$ cat src/rtl/ser_tx.sv
module ser_tx #(
  parameter int CW = 8
) (
  input  logic       clk,
  input  logic       rst_n,
  input  logic [7:0] mode,
  input  logic       tick,
  input  logic       wr_en,
  input  logic [7:0] wr_data,
  output logic       txd,
  output logic       tx_rdy,
  output logic       tx_empty
);
  typedef enum logic [1:0] {S_IDLE, S_START, S_BITS, S_STOP} st_t;

  st_t           st;
  logic [7:0]    hold;
  logic          full;
  logic [7:0]    cfg;
  logic [8:0]    sr;
  logic [3:0]    left;
  logic [CW-1:0] tcnt;

  logic [CW-1:0] unit, stop_len, cur_len;
  logic [3:0]    nchar;
  logic [7:0]    dch;
  logic          par, bit_end, load;

  assign unit = (cfg[1:0] == 2'b11) ? CW'(64) :
                (cfg[1:0] == 2'b10) ? CW'(16) : CW'(1);

  always_comb begin
    case (cfg[7:6])
      2'b10:   stop_len = (unit == CW'(1)) ? CW'(2) : unit + (unit >> 1);
      2'b11:   stop_len = unit << 1;
      default: stop_len = unit;
    endcase
  end

  assign cur_len = (st == S_STOP) ? stop_len : unit;
  assign bit_end = tick && (tcnt == cur_len - CW'(1));
  assign load    = tick && full && (st == S_IDLE || (st == S_STOP && bit_end));

  assign nchar = 4'd5 + {2'b00, mode[3:2]};
  assign dch   = wr_hold_mask(hold, mode[3:2]);
  assign par   = ^dch ^ ~mode[5];

  function automatic logic [7:0] wr_hold_mask(input logic [7:0] d, input logic [1:0] len);
    return d & (8'hFF >> (2'd3 - len));
  endfunction

  assign tx_rdy   = ~full;
  assign tx_empty = ~full && (st == S_IDLE);

  always_ff @(posedge clk or negedge rst_n) begin
    if (!rst_n) begin
      st   <= S_IDLE;
      hold <= '0;
      full <= 1'b0;
      cfg  <= '0;
      sr   <= '0;
      left <= '0;
      tcnt <= '0;
      txd  <= 1'b1;
    end else begin
      if (load) begin
        full <= 1'b0;
        cfg  <= mode;
        sr   <= {1'b0, dch} | (mode[4] ? (9'(par) << nchar) : 9'd0);
        left <= nchar + {3'b000, mode[4]};
        st   <= S_START;
        txd  <= 1'b0;
        tcnt <= '0;
      end else if (tick && st != S_IDLE) begin
        if (bit_end) begin
          tcnt <= '0;
          if (st == S_STOP) begin
            st <= S_IDLE;
          end else if (st == S_BITS && left == 4'd0) begin
            st  <= S_STOP;
            txd <= 1'b1;
          end else begin
            st   <= S_BITS;
            txd  <= sr[0];
            sr   <= sr >> 1;
            left <= left - 4'd1;
          end
        end else begin
          tcnt <= tcnt + CW'(1);
        end
      end
      if (wr_en) begin
        hold <= wr_data;
        full <= 1'b1;
      end
    end
  end
endmodule

$ cat config.mk
export PLATFORM = sky130hd
export DESIGN_NAME = ser_tx
export DESIGN_NICKNAME = d
export VERILOG_FILES = /design/src/rtl/ser_tx.sv
export SDC_FILE = /design/constraint.sdc
export NUM_CORES = 1
export LEC_CHECK = 0
export ABC_AREA = 1
export BUFFER_PORTS_ARGS = -buffer_cell sky130_fd_sc_hd__buf_2
export CORE_AREA = 4 4 74 76
export CTS_CLUSTER_SIZE = 28
export DETAILED_ROUTE_END_ITERATION = 7
export DIE_AREA = 0 0 78 80
export PLACE_DENSITY_LB_ADDON = 0.08
export SYNTH_ARGS = -nofsm -noshare
export SYNTH_HDL_FRONTEND = slang
export SYNTH_SLANG_ARGS = --single-unit
$ cat constraint.sdc
create_clock -name clk -period 5.4 [get_ports clk]
set_input_delay 0.54 -clock clk [delete_from_list [all_inputs] [get_ports clk]]
set_output_delay 0.54 -clock clk [all_outputs]
set_load 0.03 [all_outputs]
==> results.py <==
metrics = {
    "die": {
        "die_area_um2": 6240,
        "num_rows": 25,
        "core_um2": 4720,
        "start_util_pct": 52.0,
        "die_w_um": 78,
        "die_y_um": 80,
        "boundaryPins": 23,
    },
    "routing": {
        "drtIter0Drc": 109,
        "route.detailed.drc": 0,
        "first_pass_iters": 4,
        "vias": 2213,
        "wire_per_inst_um": 11.9,
        "routed_wl_um": 5380,
        "ant_nets": 0,
        "via_per_inst": 4.91,
    },
    "clocking": {
        "cts_resized": 0,
        "cts_tree": "done",
        "clock_path_buffers": 2,
        "htreeDepth": 2,
        "holdBufCountCts": 0,
        "cts_setup_buffers": 0,
        "clock_sinks": 37,
        "numCtsBuffers": 5,
        "clock_tree.root_cell": "clkbuf_8",
        "worstSkewPairLatency_ns": 0.28,
        "clkTransAtPathRegs_ns": 0.07,
    },
    "critical_path": {
        "rr_endpoint": "sr[3]$_DFFE_PN0P_",
        "critPathArrivalTime_ns": 2.94,
        "r2r_cells": 17,
        "required_ns": 5.57,
        "rr_startpoint": "st[0]$_DFFE_PN0P_",
        "end_kind": "register",
        "slowest_delay_ns": 0.43,
        "crit_type": "reg -> reg",
        "cp_slowest_cell": "dfrtp_1",
        "reg2reg_slack_ns": 2.64,
        "path_delay_family": "simple AND/OR/NAND/NOR gates",
        "crit_top_cell": "nand2_1",
        "worstPathCellList": "nand2_2 > inv_4 > nand2_1 > nand2_1 > ha_1 > a21oi_1 > nand2_1 > nor2_1 > nand2_1 > nor2_1 > nand3_2 > nand2_2 > nand2_4 > o21ai_4 > nand2_4 > nand2_1 > nand2_1",
        "path_max_fanout": 18,
        "worst_setup_path_start_kind": "register",
        "cp.buffers_inverters": 1,
    },
    "power_and_ir_drop": {
        "powerDensity_nw_per_um2": 467,
        "p_int_uw": 714,
        "p_sw_uw": 560,
        "seqPwrFrac_pct": 35.1,
        "vdd_drop_max_mv": 0.163,
        "combPwrFrac_pct": 45.2,
        "switching_share_pct": 43.9,
        "fin_total_pwr_uw": 1270,
        "p_leak_uw": 0.00156,
        "clock_power_share_pct": 19.8,
    },
    "placement": {
        "dp.final_hpwl_um": 4090,
        "dp.cells": 443,
        "gp_congestion": 0.812,
        "numPortBuffers": 22,
    },
    "synth": {
        "synth_edf_count": 0,
        "yosysSeqAreaShare_pct": 37.7,
        "synthFlopType": "dfrtp_1",
        "syn_area_per_cell_um2": 6.81,
        "syn_area_um2": 2460,
        "async_flop_share_pct": 100,
        "yosysWarnings": 0,
        "synthCells": 361,
        "synthDistinctLibCells": 32,
        "ys_ff_latch": 37,
        "syn_nets": 389,
    },
    "timing": {
        "setup_viol": 0,
        "rsz0062_at_grt": "no",
        "maxSlewViolCount": 0,
        "fin_crit_sh_pct": 51.1,
        "finalHoldViolations": 0,
        "period_minus_slack_ns": 2.76,
        "final.setup.tns_ns": 0,
        "slew_headroom_pct": 42.3,
        "fmax_ghz": 0.362,
        "skew_ns": 0.00335,
        "holdWs_ns": 0.364,
        "tightest_slew_ns": 0.863,
    },
    "layout": {
        "fillers": 445,
        "mostFrequentLayoutCells": "156 x nand2_1, 38 x nand3_1, 37 x inv_1",
        "antenna_cells": 0,
        "multi_input_area_um2": 1320,
        "final_util_pct": 57.7,
        "fin_nets": 411,
        "drive_above_1_share_pct": 12.8,
        "area.growth.synth_to_final_pct": 11.0,
        "final_common_cell": "nand2_1",
        "instances_no_fill": 451,
        "regArea_um2": 927,
    },
    "hold_path": {
        "hp-class": "in -> async",
    },
    "global_routing": {
        "grt_max_degree": 38,
        "antenna_found_initial": 0,
        "grt_pass1_vias": 2123,
        "grt_pass1_wl_um": 9430,
        "grt_overflow": 0,
        "grt_util_all_layers_pct": 19.1,
    },
    "status": {
        "status": "completed",
    },
    "run": {
        "cap_violations": 0,
    },
}
[cell families (layout without fill, tap and decap cells)]
group / after synthesis / count (layout) / synth area share [%]
buffers and inverters: 50 / 73 / 8.45
adder cells (fa/ha/maj): 8 / 8 / 4.38
XOR/XNOR: 8 / 8 / 2.85
AND/OR/NAND/NOR: 238 / 238 / 41.8
flip-flops: 37 / 37 / 37.7
AO/OA/AOI/OAI: 20 / 20 / 4.84
[how the worst max path moves through the flow]
stage	from	end	slack [ns]	cells after the start
after floorplan	st[0]$_DFFE_PN0P_	left[2]$_DFFE_PN0P_	3.16	18
after global placement	st[0]$_DFFE_PN0P_	sr[2]$_DFFE_PN0P_	2.74	17
after detailed placement	st[0]$_DFFE_PN0P_	sr[6]$_DFFE_PN0P_	2.65	17
after CTS	st[0]$_DFFE_PN0P_	sr[7]$_DFFE_PN0P_	2.65	17
after global routing	st[0]$_DFFE_PN0P_	sr[7]$_DFFE_PN0P_	2.31	17
final	st[0]$_DFFE_PN0P_	sr[3]$_DFFE_PN0P_	2.64	17
[registers in the layout (all words and copies together) (netlist names)]
name	count
tcnt	8
txd	1
left	4
cfg	4
sr	9
hold	8
st	2
full	1
[power by group through the flow]
stage | Combinational (uW) | Clock [uW] | Sequential [uW]
floorplan | 477 | 0 | 431
global placement | 561 | 0 | 452
detailed placement | 571 | 0 | 453
CTS | 576 | 259 | 447
global route | 670 | 270 | 460
finish | 576 | 252 | 447
[per-stage QoR]
stage	cell area, um^2	setup WS (ns)
final	2730	2.64
after detailed placement	2610	2.65
after global placement	2610	2.74
after global routing	2730	2.31
after CTS	2730	2.65
after floorplan	2460	3.16
[layer usage]
metal	global-route usage, %	vias up	wire, um
met3	3.16	8	160
li1	-	1173	-
met4	6.47	0	89
met1	23.8	995	2500
met5	0	-	0
met2	33.6	37	2640
[Yosys cell counts, types with 2 or more instances]
master    instances  area share (%)
inv_2             5            0.76
nor2_1           21             3.2
buf_2             2            0.41
nand3b_1          4             1.2
nand2_2           3            0.76
nand4_1           2            0.51
nand2_1         156              24
nor3_1            5             1.0
xnor2_1           2            0.71
o21ai_0          13             2.6
a21oi_1           2            0.41
dfrtp_1          36              37
nand3_1          38             7.7
ha_1              7             3.6
nand3_2           2            0.81
clkbuf_1          3            0.46
nand2_4           3             1.4
xor2_1            6             2.1
inv_1            37             5.7
buf_6             2            0.92
[layout make-up]
cell class	count	share of cell area [%]
Multi-Input combinational cell	274	48.5
Timing Repair Buffer	22	4.04
Clock inverter	2	1.38
Clock buffer	6	3.03
Tap cell	67	3.07
Inverter	43	6.01
Sequential cell	37	34.0
Power figures use the tool's default switching activity.
